$ cat src/rtl/mac_pkg.sv
package mac_pkg;

    // Headroom allowed above the full product width
    localparam int ACC_HEADROOM = 16;

    // Cycles from operand capture to visible sum
    function automatic int mac_latency(bit in_reg, bit pipe_reg);
        return 1 + int'(in_reg) + int'(pipe_reg);
    endfunction

endpackage

$ cat src/rtl/mac_in_stage.sv
module mac_in_stage #(
    parameter int WA = 18,
    parameter int WB = 18,
    parameter bit EN = 1'b1
) (
    input  logic          clk,
    input  logic          arst,
    input  logic          ce,
    input  logic [WA-1:0] a_i,
    input  logic [WB-1:0] b_i,
    input  logic          a_sgn_i,
    input  logic          b_sgn_i,
    output logic [WA-1:0] a_o,
    output logic [WB-1:0] b_o,
    output logic          a_sgn_o,
    output logic          b_sgn_o
);

    typedef struct packed {
        logic [WA-1:0] a;
        logic [WB-1:0] b;
        logic          as;
        logic          bs;
    } opnd_t;

    generate
        if (EN) begin : g_reg
            opnd_t st_d, st_q;

            always_comb begin
                st_d = st_q;
                if (ce) begin
                    st_d.a  = a_i;
                    st_d.b  = b_i;
                    st_d.as = a_sgn_i;
                    st_d.bs = b_sgn_i;
                end
            end

            always_ff @(posedge clk or posedge arst) begin
                if (arst) st_q <= '0;
                else      st_q <= st_d;
            end

            assign a_o     = st_q.a;
            assign b_o     = st_q.b;
            assign a_sgn_o = st_q.as;
            assign b_sgn_o = st_q.bs;
        end else begin : g_bypass
            assign a_o     = a_i;
            assign b_o     = b_i;
            assign a_sgn_o = a_sgn_i;
            assign b_sgn_o = b_sgn_i;
        end
    endgenerate

endmodule

$ cat src/rtl/mac_mul_stage.sv
module mac_mul_stage #(
    parameter int WA   = 18,
    parameter int WB   = 18,
    parameter int ACCW = 52,
    parameter bit EN   = 1'b1
) (
    input  logic            clk,
    input  logic            arst,
    input  logic            ce,
    input  logic [WA-1:0]   a_i,
    input  logic [WB-1:0]   b_i,
    input  logic            a_sgn_i,
    input  logic            b_sgn_i,
    output logic [ACCW-1:0] prod_o
);

    // One extra bit per operand covers both signed and unsigned readings
    localparam int PW = WA + WB + 2;

    typedef struct packed {
        logic [ACCW-1:0] prod;
    } pipe_t;

    logic signed [WA:0]     a_x;
    logic signed [WB:0]     b_x;
    logic signed [PW-1:0]   a_w;
    logic signed [PW-1:0]   b_w;
    logic signed [PW-1:0]   p_full;
    logic        [ACCW-1:0] p_ext;

    always_comb begin
        a_x    = {a_sgn_i & a_i[WA-1], a_i};
        b_x    = {b_sgn_i & b_i[WB-1], b_i};
        a_w    = PW'(a_x);
        b_w    = PW'(b_x);
        p_full = a_w * b_w;
    end

    generate
        if (ACCW > PW) begin : g_widen
            assign p_ext = {{(ACCW-PW){p_full[PW-1]}}, p_full};
        end else if (ACCW == PW) begin : g_same
            assign p_ext = p_full;
        end else begin : g_trim
            assign p_ext = p_full[ACCW-1:0];
        end

        if (EN) begin : g_reg
            pipe_t pp_d, pp_q;

            always_comb begin
                pp_d = pp_q;
                if (ce) pp_d.prod = p_ext;
            end

            always_ff @(posedge clk or posedge arst) begin
                if (arst) pp_q <= '0;
                else      pp_q <= pp_d;
            end

            assign prod_o = pp_q.prod;
        end else begin : g_bypass
            assign prod_o = p_ext;
        end
    endgenerate

endmodule

$ cat src/rtl/mac_acc.sv
module mac_acc #(
    parameter int ACCW = 52
) (
    input  logic            clk,
    input  logic            arst,
    input  logic            ce,
    input  logic [ACCW-1:0] prod_i,
    output logic [ACCW-1:0] acc_o
);

    typedef struct packed {
        logic [ACCW-1:0] sum;
    } acc_t;

    acc_t ac_d, ac_q;

    always_comb begin
        ac_d = ac_q;
        if (ce) ac_d.sum = ac_q.sum + prod_i;   // wraps modulo 2^ACCW
    end

    always_ff @(posedge clk or posedge arst) begin
        if (arst) ac_q <= '0;
        else      ac_q <= ac_d;
    end

    assign acc_o = ac_q.sum;

endmodule

$ cat src/rtl/pipelined_mac.sv
module pipelined_mac #(
    parameter int WA       = 18,
    parameter int WB       = 18,
    parameter int ACCW     = 52,
    parameter bit IN_REG   = 1'b1,
    parameter bit PIPE_REG = 1'b1
) (
    input  logic            clk,
    input  logic            arst,
    input  logic            ce,
    input  logic [WA-1:0]   a_i,
    input  logic [WB-1:0]   b_i,
    input  logic            a_sgn,
    input  logic            b_sgn,
    output logic [ACCW-1:0] acc_o
);

    localparam int LAT = mac_pkg::mac_latency(IN_REG, PIPE_REG);

    logic [WA-1:0]   a_s;
    logic [WB-1:0]   b_s;
    logic            as_s;
    logic            bs_s;
    logic [ACCW-1:0] prod_w;

    mac_in_stage #(.WA(WA), .WB(WB), .EN(IN_REG)) u_in (
        .clk     (clk),
        .arst    (arst),
        .ce      (ce),
        .a_i     (a_i),
        .b_i     (b_i),
        .a_sgn_i (a_sgn),
        .b_sgn_i (b_sgn),
        .a_o     (a_s),
        .b_o     (b_s),
        .a_sgn_o (as_s),
        .b_sgn_o (bs_s)
    );

    mac_mul_stage #(.WA(WA), .WB(WB), .ACCW(ACCW), .EN(PIPE_REG)) u_mul (
        .clk     (clk),
        .arst    (arst),
        .ce      (ce),
        .a_i     (a_s),
        .b_i     (b_s),
        .a_sgn_i (as_s),
        .b_sgn_i (bs_s),
        .prod_o  (prod_w)
    );

    mac_acc #(.ACCW(ACCW)) u_acc (
        .clk    (clk),
        .arst   (arst),
        .ce     (ce),
        .prod_i (prod_w),
        .acc_o  (acc_o)
    );

endmodule

$ cat config.mk
export PLATFORM = sky130hd
export DESIGN_NAME = pipelined_mac
export DESIGN_NICKNAME = d
export VERILOG_FILES = /design/src/rtl/mac_pkg.sv /design/src/rtl/mac_in_stage.sv /design/src/rtl/mac_mul_stage.sv /design/src/rtl/mac_acc.sv /design/src/rtl/pipelined_mac.sv
export SDC_FILE = /design/constraint.sdc
export NUM_CORES = 1
export LEC_CHECK = 0
export ABC_AREA = 1
export BUFFER_PORTS_ARGS = -buffer_cell sky130_fd_sc_hd__clkbuf_2
export CORE_MARGIN = 4
export CORE_UTILIZATION = 38
export DETAILED_ROUTE_END_ITERATION = 10
export GPL_TIMING_DRIVEN = 0
export PLACE_DENSITY = 0.63
export RECOVER_POWER = 25
export SLEW_MARGIN = 20
export SYNTH_ARGS = -nofsm -noshare
export SYNTH_HDL_FRONTEND = slang
export SYNTH_HIERARCHICAL = 1
export SYNTH_SLANG_ARGS = --single-unit
$ cat constraint.sdc
create_clock -name clk -period 13.8 [get_ports clk]
set_clock_uncertainty 0.1 [all_clocks]
set_input_delay 1.38 -clock clk [delete_from_list [all_inputs] [get_ports clk]]
set_output_delay 1.38 -clock clk [all_outputs]
set_load 0.02 [all_outputs]
==> impl_metrics.yaml <==
synthesis:
  synthTopCellsByCount: "1236 x nand2_1, 864 x inv_1, 370 x fa_1"
  synth-async-reset-ratio_pct: 100.0
  avgSynthCellArea_sq_um: 7.022
  synth_top_cell_area_share_pct: 30.94
  syn-instance-count: 3409
  synth_edf_count: 0
  syn_area_sq_um: 23940
  synth_cell_types: 36
  syn_nets: 3984
  ys_seq_area_share_pct: 13.38
  synth.ff_latch_count: 128
  yosysTopAreaCell: "fa_1"
  ys_warn_count: 6
  synth.most_common_cell: "nand2_1"
  synth_area_leaders: "fa_1 31%, nand2_1 19%, inv_1 14%"
  dominantRegCellSynth: "dfrtp_1"
global_route:
  grt-ovfl-total: 0
  grt_pass1_vias: 20460
  antenna_found_initial: 0
  grt_pass1_wl_microns: 115200
  grtUsageTotal_pct: 22.34
  grt_max_degree: 46
placement:
  io_buffers: 92
  place_ws_ps: 5671
  place_congestion: 0.9681
  hpwl_microns: 62140
critical_path:
  rr_worst_depth: 25
  crit_type: "reg2reg"
  slowest_delay_ps: 800
  path_delay_family: "adder cells"
  critPathArrivalTime_ps: 8520
  crit_buf_inv: 7
  critical_path.most_common_cell: "nand2_1"
  worstPathRequired_ps: 14050
  r2r_slack_ps: 5530
  worstPathMaxFanout: 10
  crit_path_start_kind: "flip-flop"
  cp-end-kind: "flip-flop"
  reg2reg_to: "u_mul/prod_o[35]$_DFFE_PP0P_"
  reg2reg_from: "u_in/b_o[1]$_DFFE_PP0P_"
  slowest_stage: "fa_1"
floorplanning:
  pin_count: 93
  die_h_microns: 259.0
  start_util_pct: 38.58
  core_sq_um: 62050
  dieArea_sq_um: 67070
  row_count: 91
  die_x_microns: 259.0
sta:
  fin_crit_ps: 8265
  slew_viol_final: 80
  setup_violations: 0
  fin_ws_ps: 5535
  worst_slew_pin_slew_ps: 2831
  min_period_over_period_pct: 59.89
  rsz0062_at_grt: "false"
  relSlewSlack_pct: -88.74
  max_freq_ghz: 0.1210
  fin_setup_tns_ps: 0
  hold_viol: 0
  holdWs_ps: 369.6
route:
  via_per_inst: 4.759
  dr.pass1.iters: 6
  vias: 20810
  ant_nets: 0
  drc_errors: 0
  drt_iter0_markers: 1646
  routed_wl_microns: 73780
  wire_per_inst_microns: 16.87
hold_path:
  min_to: "u_in/a_o[15]$_DFFE_PP0P_"
  holdPathStages: 2
  min_from: "u_in/a_o[15]$_DFFE_PP0P_"
  min_path_type: "reg2reg"
cts:
  clk_latency_ps: 480
  clkTransAtPathRegs_ps: 70
  cts-buffers-inserted: 17
  cts_root_buf: "clkbuf_16"
  clock_sinks: 128
  cts_buffer_depth: 2
  post_cts_resized: 0
  cts_setup_buffers: 0
  holdBufCountCts: 0
  htreeDepth: 4
  cts_tree: "done"
flow_run:
  max_cap_violations: 2
final_layout:
  antennaDiodeCount: 0
  syn_to_final_growth_pct: 8.975
  fin_nets: 4098
  drive_gt1_share_pct: 5.741
outcome:
  status: "complete, but fails checks"
  violations: "capacitance limit, slew limit"
-- registers in the layout, summed over array words and instances, names as in the netlist --
| register | cells |
|---|---|
| u_acc/acc_o | 52 |
| u_mul/prod_o | 38 |
| u_in/a_o | 18 |
| u_in/a_sgn_o | 1 |
| u_in/b_sgn_o | 1 |
| u_in/b_o | 18 |
-- layer usage --
layer  GRT usage [%]  wire length (microns)
met1           30.06                  31160
met2           37.06                  34700
met3           3.092                   5090
met4           7.961                   2821
met5               0                      0
-- worst register-to-register path, cell delays in order (launching register included) --
cell,delay (ps)
dfrtp_1,360
clkbuf_1,780
clkbuf_1,640
nand2_1,320
fa_1,650
inv_1,130
fa_1,520
fa_1,800
inv_1,280
fa_1,540
inv_1,50
fa_1,530
inv_1,50
fa_1,470
inv_1,40
ha_1,270
ha_1,430
nand2_1,150
nor2_1,230
nand2_1,130
nor3_1,150
nand2_1,110
nand2_1,80
nand2_1,50
nand3_1,210
nand2_1,80
-- kinds of logic after synthesis --
family / after synthesis / synth area share [%]
compound gates: 128 / 2.906
simple gates: 1588 / 26.67
xor+xnor: 43 / 1.573
buf+inv: 988 / 15.95
fa+ha+maj: 534 / 39.51
flops: 128 / 13.38
-- layout make-up --
cell class,count,area (sq um)
clock buffer,17,425.4
sequential,128,3203
timing repair buffer,95,486.7
fill,6512,35970
multi-input combinational,2293,16920
buffer,116,545.5
tap,837,1047
inverter,872,3274
clock inverter,15,187.7
-- layout by cell type, fill, tap and decap left out, drive strengths merged --
cell / netlist / layout
nand3: 137 / 137
a21oi: 62 / 62
nor3: 18 / 18
o21bai: 15 / 15
and3: 1 / 1
a21o: 2 / 2
a21boi: 4 / 4
nand2: 1248 / 1248
nor4: 3 / 3
and2: 5 / 5
or2: 10 / 10
clkinvlp: 0 / 1
o211ai: 1 / 1
xor2: 10 / 10
nor2: 141 / 141
o21ai: 44 / 44
clkbuf: 75 / 186
dfrtp: 128 / 128
clkinv: 2 / 7
inv: 870 / 878
xnor2: 33 / 33
nand4: 21 / 21
nand3b: 4 / 4
buf: 41 / 42
bufinv: 0 / 1
fa: 370 / 370
ha: 164 / 164
-- metrics by stage --
step                area (sq um)  util, %  std cells
CTS                        26130    42.11       4373
floorplan                  23940        -       3409
detailed placement         25520    41.12       4341
global route               26090    42.04       4373
finish                     26090    42.04       4373
global placement           25450    41.01       4338
-- how the worst max path moves through the flow --
stage	start	to	cells after the start
floorplan	u_in/b_o[2]$_DFFE_PP0P_	u_mul/prod_o[37]$_DFFE_PP0P_	26
global placement	u_in/b_o[1]$_DFFE_PP0P_	u_mul/prod_o[35]$_DFFE_PP0P_	25
detailed placement	u_in/b_o[1]$_DFFE_PP0P_	u_mul/prod_o[35]$_DFFE_PP0P_	25
CTS	u_in/b_o[1]$_DFFE_PP0P_	u_mul/prod_o[35]$_DFFE_PP0P_	25
global route	u_in/b_o[1]$_DFFE_PP0P_	u_mul/prod_o[35]$_DFFE_PP0P_	25
finish	u_in/b_o[1]$_DFFE_PP0P_	u_mul/prod_o[35]$_DFFE_PP0P_	25
Power is not shown: default switching activity piles up to over one toggle a cycle in this logic, so the estimate is an artifact.
